`config.mk`:
```
export PLATFORM = sky130hd
export DESIGN_NAME = vlink_rx_out
export DESIGN_NICKNAME = d
export VERILOG_FILES = /design/src/rtl/vlink_rx_pkg.sv /design/src/rtl/vlink_sym_dec.sv /design/src/rtl/vlink_word_dec.sv /design/src/rtl/vlink_link_mon.sv /design/src/rtl/vlink_pix_out.sv /design/src/rtl/vlink_rx_out.sv
export SDC_FILE = /design/constraint.sdc
export NUM_CORES = 1
export LEC_CHECK = 0
export BUFFER_PORTS_ARGS = -buffer_cell sky130_fd_sc_hd__buf_2
export CAP_MARGIN = 20
export CORE_UTILIZATION = 35
export DETAILED_ROUTE_END_ITERATION = 16
export SYNTH_ARGS = -nofsm -noshare
export SYNTH_HDL_FRONTEND = slang
export SYNTH_HIERARCHICAL = 1
export SYNTH_SLANG_ARGS = --single-unit
export TNS_END_PERCENT = 20
```
`constraint.sdc`:
```
create_clock -name clk -period 6.5 [get_ports clk]
set_input_delay 1.3 -clock clk [delete_from_list [all_inputs] [get_ports clk]]
set_output_delay 1.3 -clock clk [all_outputs]
set_load 0.01 [all_outputs]
```
`src/rtl/vlink_rx_pkg.sv`:
```
`timescale 1ns/1ps
package vlink_rx_pkg;

  localparam int SYM_W  = 10;
  localparam int BYTE_W = 8;

  typedef struct packed {
    logic [BYTE_W-1:0] val;   // {y[2:0], x[4:0]}
    logic              is_k;  // K28.y control symbol
    logic              bad;   // table or disparity breach
  } sym_res_t;

  // Disparity after the 6-bit sub-block (1 = positive)
  function automatic logic rd_after6(input logic [5:0] c, input logic rd);
    int n;
    n = $countones(c);
    if (n > 3 || c == 6'b000111)      return 1'b1;
    else if (n < 3 || c == 6'b111000) return 1'b0;
    else                              return rd;
  endfunction

  // Disparity after the 4-bit sub-block (1 = positive)
  function automatic logic rd_after4(input logic [3:0] c, input logic rd);
    int n;
    n = $countones(c);
    if (n > 2 || c == 4'b0011)      return 1'b1;
    else if (n < 2 || c == 4'b1100) return 1'b0;
    else                            return rd;
  endfunction

endpackage

```
`src/rtl/vlink_sym_dec.sv`:
```
`timescale 1ns/1ps
// One 10-bit symbol: table lookup, disparity check, next disparity.
module vlink_sym_dec
  import vlink_rx_pkg::*;
(
  input  logic [SYM_W-1:0] sym,
  input  logic             rd_in,
  output sym_res_t         res,
  output logic             rd_out
);

  logic [5:0] c6, cc6;
  logic [3:0] c4;
  logic [4:0] x;
  logic [2:0] y;
  logic       k, bad6, bad4, rd_mid;
  int         n6, n4;

  always_comb begin
    c6   = sym[9:4];
    c4   = sym[3:0];
    n6   = $countones(c6);
    n4   = $countones(c4);
    cc6  = c6;
    x    = '0;
    y    = '0;
    k    = 1'b0;
    bad6 = 1'b0;
    bad4 = 1'b0;

    // 6-bit sub-block
    if (n6 == 3) begin
      unique case (c6)
        6'b110001: x = 5'd3;
        6'b101001: x = 5'd5;
        6'b011001: x = 5'd6;
        6'b111000: x = 5'd7;
        6'b000111: x = 5'd7;
        6'b100101: x = 5'd9;
        6'b010101: x = 5'd10;
        6'b110100: x = 5'd11;
        6'b001101: x = 5'd12;
        6'b101100: x = 5'd13;
        6'b011100: x = 5'd14;
        6'b100011: x = 5'd17;
        6'b010011: x = 5'd18;
        6'b110010: x = 5'd19;
        6'b001011: x = 5'd20;
        6'b101010: x = 5'd21;
        6'b011010: x = 5'd22;
        6'b100110: x = 5'd25;
        6'b010110: x = 5'd26;
        6'b001110: x = 5'd28;
        default:   bad6 = 1'b1;
      endcase
    end else if (n6 == 2 || n6 == 4) begin
      // weight-2 codes are the complements of the weight-4 codes
      cc6 = (n6 == 4) ? c6 : ~c6;
      unique case (cc6)
        6'b100111: x = 5'd0;
        6'b011101: x = 5'd1;
        6'b101101: x = 5'd2;
        6'b110101: x = 5'd4;
        6'b111001: x = 5'd8;
        6'b010111: x = 5'd15;
        6'b011011: x = 5'd16;
        6'b111010: x = 5'd23;
        6'b110011: x = 5'd24;
        6'b110110: x = 5'd27;
        6'b101110: x = 5'd29;
        6'b011110: x = 5'd30;
        6'b101011: x = 5'd31;
        6'b001111: begin x = 5'd28; k = 1'b1; end
        default:   bad6 = 1'b1;
      endcase
    end else begin
      bad6 = 1'b1;
    end

    // 6-bit disparity rules
    if (n6 == 4 && rd_in)              bad6 = 1'b1;
    if (n6 == 2 && !rd_in)             bad6 = 1'b1;
    if (c6 == 6'b111000 && rd_in)      bad6 = 1'b1;
    if (c6 == 6'b000111 && !rd_in)     bad6 = 1'b1;
    rd_mid = rd_after6(c6, rd_in);

    // 4-bit sub-block: control symbols only allow y = 0..3
    if (k) begin
      if (!c6[5]) begin
        unique case (c4)
          4'b0100: y = 3'd0;
          4'b1001: y = 3'd1;
          4'b0101: y = 3'd2;
          4'b0011: y = 3'd3;
          default: bad4 = 1'b1;
        endcase
      end else begin
        unique case (c4)
          4'b1011: y = 3'd0;
          4'b0110: y = 3'd1;
          4'b1010: y = 3'd2;
          4'b1100: y = 3'd3;
          default: bad4 = 1'b1;
        endcase
      end
    end else begin
      unique case (c4)
        4'b1011, 4'b0100:                   y = 3'd0;
        4'b1001:                            y = 3'd1;
        4'b0101:                            y = 3'd2;
        4'b1100, 4'b0011:                   y = 3'd3;
        4'b1101, 4'b0010:                   y = 3'd4;
        4'b1010:                            y = 3'd5;
        4'b0110:                            y = 3'd6;
        4'b1110, 4'b0001, 4'b0111, 4'b1000: y = 3'd7;
        default:                            bad4 = 1'b1;
      endcase
    end

    // 4-bit disparity rules
    if (n4 == 3 && rd_mid)             bad4 = 1'b1;
    if (n4 == 1 && !rd_mid)            bad4 = 1'b1;
    if (c4 == 4'b1100 && rd_mid)       bad4 = 1'b1;
    if (c4 == 4'b0011 && !rd_mid)      bad4 = 1'b1;

    rd_out   = rd_after4(c4, rd_mid);
    res.val  = {y, x};
    res.is_k = k;
    res.bad  = bad6 | bad4;
  end

endmodule

```
`src/rtl/vlink_word_dec.sv`:
```
`timescale 1ns/1ps
// Decodes all lanes of a word in one cycle and registers the verdict.
module vlink_word_dec
  import vlink_rx_pkg::*;
#(
  parameter int LANES = 3
) (
  input  logic                    clk,
  input  logic                    rst_n,
  input  logic                    accept,
  input  logic [LANES*SYM_W-1:0]  word,
  output logic                    s1_valid,
  output logic                    s1_err,
  output logic                    s1_ctrl,
  output logic [LANES*BYTE_W-1:0] s1_pix,
  output logic                    s1_hs,
  output logic                    s1_vs
);

  logic [LANES:0]          rd_c;
  logic                    rd_q;
  sym_res_t                res [LANES];
  logic [LANES*BYTE_W-1:0] pix;
  logic                    any_bad, all_k, any_k, err;

  assign rd_c[0] = rd_q;

  // Lane 0 sits in the top bits and is first in the disparity chain
  for (genvar i = 0; i < LANES; i++) begin : g_lane
    vlink_sym_dec u_dec (
      .sym    (word[(LANES-i)*SYM_W-1 -: SYM_W]),
      .rd_in  (rd_c[i]),
      .res    (res[i]),
      .rd_out (rd_c[i+1])
    );
  end

  always_comb begin
    any_bad = 1'b0;
    all_k   = 1'b1;
    any_k   = 1'b0;
    pix     = '0;
    for (int i = 0; i < LANES; i++) begin
      any_bad = any_bad | res[i].bad;
      all_k   = all_k & res[i].is_k;
      any_k   = any_k | res[i].is_k;
      pix[(LANES-i)*BYTE_W-1 -: BYTE_W] = res[i].val;
    end
    // mixed control/data words are rejected
    err = any_bad | (any_k & ~all_k);
  end

  always_ff @(posedge clk or negedge rst_n) begin
    if (!rst_n) begin
      rd_q     <= 1'b0;  // negative disparity after reset
      s1_valid <= 1'b0;
      s1_err   <= 1'b0;
      s1_ctrl  <= 1'b0;
      s1_pix   <= '0;
      s1_hs    <= 1'b0;
      s1_vs    <= 1'b0;
    end else begin
      s1_valid <= accept;
      if (accept) begin
        rd_q    <= rd_c[LANES];
        s1_err  <= err;
        s1_ctrl <= all_k;
        s1_pix  <= pix;
        s1_hs   <= res[0].val[5];  // K28.y, y bit 0
        s1_vs   <= res[0].val[6];  // K28.y, y bit 1
      end
    end
  end

endmodule

```
`src/rtl/vlink_link_mon.sv`:
```
`timescale 1ns/1ps
// Link status: drop on a bad word, raise after a run of clean words.
module vlink_link_mon #(
  parameter int GOOD_RUN = 4
) (
  input  logic clk,
  input  logic rst_n,
  input  logic s1_valid,
  input  logic s1_err,
  output logic link_ok
);

  localparam int RW = $clog2(GOOD_RUN + 1);
  localparam logic [RW-1:0] RUN_SAT  = RW'(GOOD_RUN);
  localparam logic [RW-1:0] RUN_LAST = RW'(GOOD_RUN - 1);

  logic [RW-1:0] run_q;

  always_ff @(posedge clk or negedge rst_n) begin
    if (!rst_n) begin
      run_q   <= '0;
      link_ok <= 1'b0;
    end else if (s1_valid) begin
      if (s1_err) begin
        run_q   <= '0;
        link_ok <= 1'b0;
      end else begin
        if (run_q != RUN_SAT) run_q <= run_q + 1'b1;
        if (run_q >= RUN_LAST) link_ok <= 1'b1;
      end
    end
  end

endmodule

```
`src/rtl/vlink_pix_out.sv`:
```
`timescale 1ns/1ps
// Output registers: pixel hold, data enable, sync state and polarity.
module vlink_pix_out #(
  parameter int PIX_W = 24
) (
  input  logic             clk,
  input  logic             rst_n,
  input  logic             s1_valid,
  input  logic             s1_err,
  input  logic             s1_ctrl,
  input  logic [PIX_W-1:0] s1_pix,
  input  logic             s1_hs,
  input  logic             s1_vs,
  input  logic             hsync_pol,
  input  logic             vsync_pol,
  output logic [PIX_W-1:0] rgb_out,
  output logic             de_out,
  output logic             hsync_out,
  output logic             vsync_out
);

  logic hs_act_q, vs_act_q;

  always_ff @(posedge clk or negedge rst_n) begin
    if (!rst_n) begin
      rgb_out  <= '0;
      de_out   <= 1'b0;
      hs_act_q <= 1'b0;
      vs_act_q <= 1'b0;
    end else if (s1_valid && !s1_err) begin
      if (s1_ctrl) begin
        de_out   <= 1'b0;        // blanking: rgb held
        hs_act_q <= s1_hs;
        vs_act_q <= s1_vs;
      end else begin
        de_out  <= 1'b1;         // pixel
        rgb_out <= s1_pix;
      end
    end
  end

  // static straps invert the registered sync state
  assign hsync_out = hs_act_q ^ hsync_pol;
  assign vsync_out = vs_act_q ^ vsync_pol;

endmodule

```
`src/rtl/vlink_rx_out.sv`:
```
`timescale 1ns/1ps
module vlink_rx_out
  import vlink_rx_pkg::*;
#(
  parameter int LANES    = 3,
  parameter int GOOD_RUN = 4
) (
  input  logic                    clk,
  input  logic                    rst_n,
  input  logic                    in_valid,
  output logic                    in_ready,
  input  logic [LANES*SYM_W-1:0]  in_word,
  input  logic                    hsync_pol,
  input  logic                    vsync_pol,
  output logic [LANES*BYTE_W-1:0] rgb_out,
  output logic                    hsync_out,
  output logic                    vsync_out,
  output logic                    de_out,
  output logic                    link_ok
);

  localparam int PIX_W = LANES * BYTE_W;

  logic             accept;
  logic             s1_valid, s1_err, s1_ctrl, s1_hs, s1_vs;
  logic [PIX_W-1:0] s1_pix;

  // never stalls once out of reset
  always_ff @(posedge clk or negedge rst_n) begin
    if (!rst_n) in_ready <= 1'b0;
    else        in_ready <= 1'b1;
  end

  assign accept = in_valid & in_ready;

  vlink_word_dec #(.LANES(LANES)) u_word (
    .clk      (clk),
    .rst_n    (rst_n),
    .accept   (accept),
    .word     (in_word),
    .s1_valid (s1_valid),
    .s1_err   (s1_err),
    .s1_ctrl  (s1_ctrl),
    .s1_pix   (s1_pix),
    .s1_hs    (s1_hs),
    .s1_vs    (s1_vs)
  );

  vlink_pix_out #(.PIX_W(PIX_W)) u_out (
    .clk       (clk),
    .rst_n     (rst_n),
    .s1_valid  (s1_valid),
    .s1_err    (s1_err),
    .s1_ctrl   (s1_ctrl),
    .s1_pix    (s1_pix),
    .s1_hs     (s1_hs),
    .s1_vs     (s1_vs),
    .hsync_pol (hsync_pol),
    .vsync_pol (vsync_pol),
    .rgb_out   (rgb_out),
    .de_out    (de_out),
    .hsync_out (hsync_out),
    .vsync_out (vsync_out)
  );

  vlink_link_mon #(.GOOD_RUN(GOOD_RUN)) u_mon (
    .clk      (clk),
    .rst_n    (rst_n),
    .s1_valid (s1_valid),
    .s1_err   (s1_err),
    .link_ok  (link_ok)
  );

endmodule

```
After elaboration in Yosys (flattened, before gate mapping). Index checks and enable logic that the tools add are counted.

Reduce and logical (&&, ||, !) cells: 80. $add $sub $neg: 25. Muxes and demuxes: 107. Equal/unequal tests: 160. Order comparisons: 13. Bitwise gates (word level): 19.

Operator list (count): 6-bit == test, second input constant (57); 32-bit by 3-bit == test with 1-bit output, second input constant (9); 5-bit one-hot mux with 19 select lines (3); 5-bit one-hot mux with 13 select lines (3); 6-bit by 5-bit == test with 1-bit output, second input constant (30); 32-bit by 2-bit adder with 32-bit output (4); 32-bit by 2-bit == test with 1-bit output, second input constant (3); 32-bit by 4-bit == test with 1-bit output, second input constant (3); 32-bit by 3-bit greater-than comparator with 1-bit output, second input constant (3); 32-bit by 3-bit less-than comparator with 1-bit output, second input constant (3); 4-bit == test, second input constant (21); 14-bit OR reduction (6); 1-bit 2-to-1 mux (75); 6-bit by 4-bit == test with 1-bit output, second input constant (12); 3-bit one-hot mux with 7 select lines (3); 20-bit OR reduction (3); 4-bit by 3-bit == test with 1-bit output, second input constant (12); 2-bit one-hot mux with 3 select lines (6); 4-bit OR reduction (9); 32-bit adder (1); 1-bit by 1-bit adder with 2-bit output (15); 5-bit 2-to-1 mux (6); 1-bit logical AND (25); 4-bit by 2-bit == test with 1-bit output, second input constant (6); 23 further kinds (86).

Word-level logic and storage cells: 418. Input port bits: 35. Bits in registers: 62.

Depth between registers and ports, before layout. Gate-level depths: netlist of run 1.

Depth in word-level cells: 23. Gate-level depth with buffers: 26.

Modules after synthesis. Netlist of run 1, hierarchy kept.

Modules (own cells, without submodules): vlink_sym_dec at u_word.g_lane[2].u_dec (area an instance 1669.1 um^2, instances 1, cells an instance 250); vlink_sym_dec at u_word.g_lane[1].u_dec (area an instance 1640.3 um^2, instances 1, cells an instance 241); vlink_sym_dec at u_word.g_lane[0].u_dec (area an instance 1585.3 um^2, instances 1, cells an instance 230); vlink_word_dec (area an instance 1078.5 um^2, instances 1, cells an instance 65); vlink_pix_out (area an instance 1049.8 um^2, instances 1, cells an instance 61); vlink_link_mon (area an instance 234.0 um^2, instances 1, cells an instance 24); vlink_rx_out (area an instance 35.0 um^2, instances 1, cells an instance 3).

Worst setup path before layout of run 1. OpenSTA, ideal clock, no wires.

Path kind: input port to flip-flop. Start: input in_word[27]. End: register u_word.s1_err. Setup slack: -0.846 ns. Required time: 6.371 ns. Cell stages on the path: 26. Arrival time: 7.217 ns. Setup time: 0.129 ns. Path buffers: 4. Path through: buf_2 buf_1 buf_1 inv_1 fa_1 fa_1 inv_1 ha_1 fa_1 buf_2 a311oi_2 and2b_1 nor4b_1 o21ai_0 and3_1 a211oi_1 a31oi_1 nor4b_1 o21ai_0 and3_1 a211oi_2 mux2i_1 or4b_1 a211o_1 a2111oi_4 a21oi_1.

RTL lines: start, declared (RTL line vlink_rx_out.sv:12) `input logic [LANES*SYM_W-1:0] in_word,`; end signal, assigned (RTL line vlink_word_dec.sv:66) `s1_err <= err;`; end, declared (RTL line vlink_word_dec.sv:13) `output logic s1_err,`.

==> impl_metrics.yaml, run 1 <==
clocking:
  cts_buffers: 9
  cts_hold_buf: 0
  cts_tree: "yes"
  clk-insertion-delay-late_ns: 0.32
  cts.sinks: 60
  clk_pin_slew_ns: 0.05
  cts_root_buf: "clkbuf_16"
  htreeDepth: 3
  clockBufferDepth: 2
drt:
  drc: 0
  drtPass1Iterations: 5
  routedWlPerCell_um: 16.3
  routed_wl_mm: 19.4
  ant_nets: 0
  num_vias: 6830
  drt_iter0_drc: 590
  viasPerCell: 5.73
logic_synthesis:
  synthCells: 874
  synth_edf_count: 0
  synth_most_common_cell: "dfrtp_1"
  yosysSeqAreaShare_pct: 20.6
  yosys_most_used_dff: "dfrtp_1"
  ys_seq_elements: 60
  synth.distinct_cells: 101
  synth_top_area_cell: "dfrtp_1"
  yosys_warnings: 6
  syn_area_sq_mm: 0.00729
  synth_top_area_share_pct: 20.6
  synth_common_cells: "60 x dfrtp_1, 58 x nor2_1, 57 x mux2_2"
  synth_nets: 960
  synth.avg_cell_area_sq_um: 8.34
  synthArstFlopShare_pct: 100
  synthTopCellsByArea: "dfrtp_1 21%, mux2_2 8.8%, ha_1 6.7%"
pwr:
  power_density_mw_per_mm2: 184
  pwr-share-clk_pct: 31.0
  p_leak_nw: 3.61
  swShare_pct: 35.7
  ir_drop_v: 0.000104
  pwr-share-seq_pct: 28.7
  power_mw: 1.51
  p_int_mw: 0.971
  power_frac_comb_pct: 40.3
  power_switching_mw: 0.540
die:
  placementRows: 52
  initial_core_util_pct: 35.9
  die_w_um: 146
  die_area_sq_mm: 0.0214
  ioPinCount: 64
  die_h_um: 146
  core_sq_mm: 0.0203
critical_path:
  end_kind: "register"
  crit_arrival_ns: 6.55
  crit_type: "in2reg"
  cp-start-kind: "input port"
  crit_path_max_fanout: 2
  cp.required_ns: 6.69
cells_and_area:
  diodes: 0
  nFillCells: 2076
  reg.largest.list: "u_out/rgb_out x24, u_word/s1_pix x24, u_mon/run_q x3"
  drive_gt1_share_pct: 23.0
  area_delta_synth_final_pct: 12.6
  fin_nets: 1002
  fin_cells: 1191
  final_area_sq_mm: 0.00821
global_route:
  grt_max_degree: 61
  grtUsageTotal_pct: 18.2
  grt_overflow: 0
  grt_pass1_vias: 6425
  grt_pass1_wl_mm: 32.6
  antenna_found_initial: 0
sta:
  fin_crit_ns: 6.35
  clock.fmax_ghz: 0.157
  final-hold-violation-count: 0
  setup_violations: 0
  relSlewSlack_pct: 50.0
  rsz0062_at_grt: "yes"
  fin_skew_ns: 0.00784
  worst_pin_slew_ns: 0.750
  slew_viol_final: 0
  timing.final.crit_share_pct: 97.7
place:
  hpwlAfterDp_mm: 14.4
  place.gp.congestion: 0.892
  port_buffers: 63
  placed_cells: 1174
  post_dp_cell_area_sq_mm: 0.00787
run:
  maxCapViolations: 0
worst_hold_path:
  min_path_type: "reg2reg"
outcome:
  status: "completed"
[cell type report]
cell class | instances | area (sq um) | share of cell area, %
Timing Repair Buffer | 98 | 601 | 7.31
Clock inverter | 7 | 75.1 | 0.914
Sequential cell | 60 | 1500 | 18.3
Inverter | 57 | 216 | 2.64
Multi-Input combinational cell | 690 | 5260 | 64.0
Tap cell | 270 | 338 | 4.11
Clock buffer | 9 | 225 | 2.74
[final timing paths]
check                                  start  slack (ns)  cells after the start                 to
max                              in_word[27]        0.15                     23      u_word/s1_err
min in group asynchronous              rst_n        1.12                      2  u_out/rgb_out[21]
min                        u_word/s1_pix[10]        0.48                      1  u_word/s1_pix[10]
max in group asynchronous              rst_n        4.87                      2  u_word/s1_pix[20]
max reg2reg                      u_word/rd_q        2.35                     17      u_word/s1_err
min reg2reg                u_word/s1_pix[10]        0.48                      1  u_word/s1_pix[10]
[metrics by stage]
| step | TNS (ns) | worst slack [ns] | hold WS (ns) | util (%) |
|---|---|---|---|---|
| floorplan | -0.330 | -0.330 | 0.452 | - |
| global placement | -0.231 | -0.231 | 0.465 | 38.8 |
| detailed placement | -0.419 | -0.339 | 0.470 | 38.8 |
| CTS | 0 | 0.00624 | 0.483 | 40.3 |
| global route | -0.198 | -0.159 | 0.502 | 40.5 |
| finish | 0 | 0.149 | 0.482 | 40.5 |
[repair_timing]
| item | 4_1_cts | 5_1_grt |
|---|---|---|
| resized for setup | 1 | 9 |
| gates cloned | 0 | 0 |
| pin swaps | 0 | 10 |
| endpoints found under the setup margin | 1 | 2 |
| buffers inserted | 0 | 1 |
[power groups by stage]
stage / Combinational, mW / Sequential, mW / Clock, mW
after floorplan: 0.440 / 0.438 / 0
after global placement: 0.589 / 0.441 / 0
after detailed placement: 0.592 / 0.442 / 0
after CTS: 0.596 / 0.436 / 0.480
after global routing: 0.671 / 0.440 / 0.500
final: 0.609 / 0.434 / 0.468
[critical path, cell delays in order]
cell and delay, ns:
buf_8 0.08, inv_4 0.03, fa_1 0.48, fa_1 0.49, inv_1 0.05, ha_2 0.17
fa_1 0.52, a311oi_4 0.26, and2b_1 0.23, nor4b_2 0.29, o21ai_2 0.12, and3_1 0.17
a211oi_2 0.25, a31oi_1 0.08, nor4b_2 0.25, o21ai_1 0.13, and3_1 0.17, a211oi_2 0.27
mux2i_1 0.11, or4b_1 0.50, a211o_1 0.28, a2111oi_4 0.19, a21oi_1 0.10
[per-layer routing]
metal | global-route usage (%) | up-vias | share of wire [%]
li1 | - | 3313 | -
met5 | 0 | - | 0
met2 | 29.0 | 225 | 47
met4 | 5.10 | 0 | 1.3
met3 | 1.59 | 21 | 5.4
met1 | 26.2 | 3271 | 47
[logic make-up after synthesis]
group	share of synthesized area [%]
xor gates and xnor gates	2.52
DFF	20.6
AOI/OAI and AO/OA	22.7
and+or+nand+nor	23.5
muxes	12.9
buffers and inverters	7.81
adders and majority gates	9.99
other	0.0514
[layout by cell type (no fill, tap or decap), types with 34 or more instances in the layout]
cell	n
nor3_1	34
nor2_1	58
nand2_1	45
buf_2	60
inv_1	53
a21oi_1	38
dfrtp_1	60
buf_4	35
ha_1	38
mux2_2	57
o21ai_0	38
(Power assumes the default switching activity.)
==> inputs of run 2 (changes only) <==
--- a/config.mk
+++ b/config.mk
@@ -7,3 +7,3 @@
 export LEC_CHECK = 0
-export BUFFER_PORTS_ARGS = -buffer_cell sky130_fd_sc_hd__buf_2
+export BUFFER_PORTS_ARGS = -buffer_cell sky130_fd_sc_hd__clkbuf_2
 export CAP_MARGIN = 20
@@ -11,2 +11,3 @@
 export DETAILED_ROUTE_END_ITERATION = 16
+export SKIP_CTS_REPAIR_TIMING = 1
 export SYNTH_ARGS = -nofsm -noshare
==> constraint.sdc (replaced) <==
create_clock -name clk -period 6.5 [get_ports clk]
set_input_delay 0.325 -clock clk [delete_from_list [all_inputs] [get_ports clk]]
set_output_delay 0.325 -clock clk [all_outputs]
set_load 0.01 [all_outputs]
==> impl_metrics.yaml, run 2 (same netlist as run 1, synthesis figures left out) <==
global_route:
  grt_pass1_wl_mm: 31.9
  grt_pass1_vias: 6262
  antenna_found_initial: 0
  grtUsageTotal_pct: 17.9
  grt_max_degree: 61
  grt_overflow: 0
sta:
  timing.final.crit_share_pct: 92.3
  finalWorstSetupSlack_ns: 0.498
  final.setup.tns_ns: 0
  fin_crit_ns: 6.00
  slew_viol_final: 0
  hold_ws_ns: 0.149
  relSlewSlack_pct: 42.5
  fin_skew_ns: 0.00696
  setup_violations: 0
  final-hold-violation-count: 0
  rsz0062_at_grt: "no"
  clock.fmax_ghz: 0.167
  worst_pin_slew_ns: 0.859
cells_and_area:
  drive_gt1_share_pct: 20.2
  diodes: 0
  final_cell_mix: "62 x clkbuf_2, 60 x dfrtp_1, 58 x nor2_1"
  area_delta_synth_final_pct: 9.54
  fin_nets: 980
  fin_cells: 1169
  final_common_cell: "clkbuf_2"
  reg.largest.list: "u_out/rgb_out x24, u_word/s1_pix x24, u_mon/run_q x3"
die:
  placementRows: 52
  core_sq_mm: 0.0203
  ioPinCount: 64
  initial_core_util_pct: 35.9
  die_w_um: 146
  die_h_um: 146
  die_area_sq_mm: 0.0214
critical_path:
  end_kind: "register"
  crit_path_max_fanout: 5
  crit_family: "compound AO/OA/AOI/OAI gates"
  crit_arrival_ns: 6.19
  crit_type: "in2reg"
  max_stage_delay_ns: 0.52
  path_buf_inv: 3
  cp-start-kind: "input port"
  worstPathCellList: "clkbuf_2 -> inv_1 -> fa_1 -> fa_1 -> inv_1 -> ha_1 -> fa_1 -> a311oi_2 -> and2b_1 -> nor4b_1 -> o21ai_0 -> and3_1 -> a211oi_1 -> a31oi_1 -> nor4b_1 -> o21ai_0 -> and3_1 -> a211oi_2 -> mux2i_1 -> or4b_1 -> a211o_1 -> a2111oi_4 -> a21oi_1"
  cp.required_ns: 6.69
  slowest_stage: "or4b_1"
  cpMostUsedCell: "fa_1"
clocking:
  cts_root_buf: "clkbuf_16"
  clk-insertion-delay-late_ns: 0.32
  cts_tree: "yes"
  cts.sinks: 60
  htreeDepth: 3
  clk_pin_slew_ns: 0.05
  cts_buffers: 9
  clockBufferDepth: 2
drt:
  num_vias: 6756
  viasPerCell: 5.78
  drtPass1Iterations: 5
  routed_wl_mm: 18.9
  routedWlPerCell_um: 16.2
  drt_iter0_drc: 463
  ant_nets: 0
  drc: 0
place:
  hpwlAfterDp_mm: 14.0
  place.gp.congestion: 0.889
  pre_cts_slack_ns: 0.219
  placed_cells: 1153
  port_buffers: 63
outcome:
  status: "completed"
worst_hold_path:
  min_path_type: "in2async"
pwr:
  p_leak_nw: 3.49
  power_density_mw_per_mm2: 184
  ir_drop_v: 0.0000934
run:
  maxCapViolations: 0
==> run 2: changes by cell type in the layout (fill, tap and decap cells not counted), moves of 3 or more <==
cell        before  now
clkbuf_2         0   62
buf_2           60    1
buf_4           35   13
clkinv_4         0    3
clkinvlp_4       3    0
inv_1           53   56
==> run 2: per-layer routing <==
layer  share of wire, %  track usage (%)
met1                 48             25.7
met5                  0                0
met2                 45             27.5
met4                2.7             7.34
met3                4.9             1.34
==> run 2: stage by stage <==
step                      power (mW)  area (sq um)  utilization (%)
after floorplan                0.866          7290                -
after global placement          1.00          7690             37.9
after detailed placement        1.00          7690             37.9
after CTS                       1.48          7990             39.3
after global routing            1.56          7990             39.3
final                           1.47          7990             39.3
==> run 2: final timing paths <==
| kind | end | startpoint | cells after the start | slack (ns) |
|---|---|---|---|---|
| max | u_word/s1_err | in_word[25] | 23 | 0.50 |
| min | u_out/rgb_out[21] | rst_n | 2 | 0.15 |
| max reg2reg | u_word/s1_err | u_word/rd_q | 17 | 1.81 |
| min reg2reg | u_word/s1_pix[11] | u_word/s1_pix[11] | 1 | 0.49 |
| max in group asynchronous | u_out/rgb_out[1] | rst_n | 2 | 5.83 |
| min in group clk | u_word/s1_pix[11] | u_word/s1_pix[11] | 1 | 0.49 |
==> run 2: power by group <==
group          total (mW)  internal, mW  switching, mW  leakage, nW
sequential          0.434         0.411         0.0232        0.799
combinational       0.569         0.233          0.335         2.54
clock               0.466         0.298          0.168        0.150
==> run 2: layout make-up <==
cell class              instances  area [sq um]
well taps                     270           338
clock buffers                   9           225
flip-flops and latches         60          1500
fillers                      2097         12300
clock inverters                 7          75.1
multi-input cells             690          5220
repair buffers                 76           413
inverters                      57           214
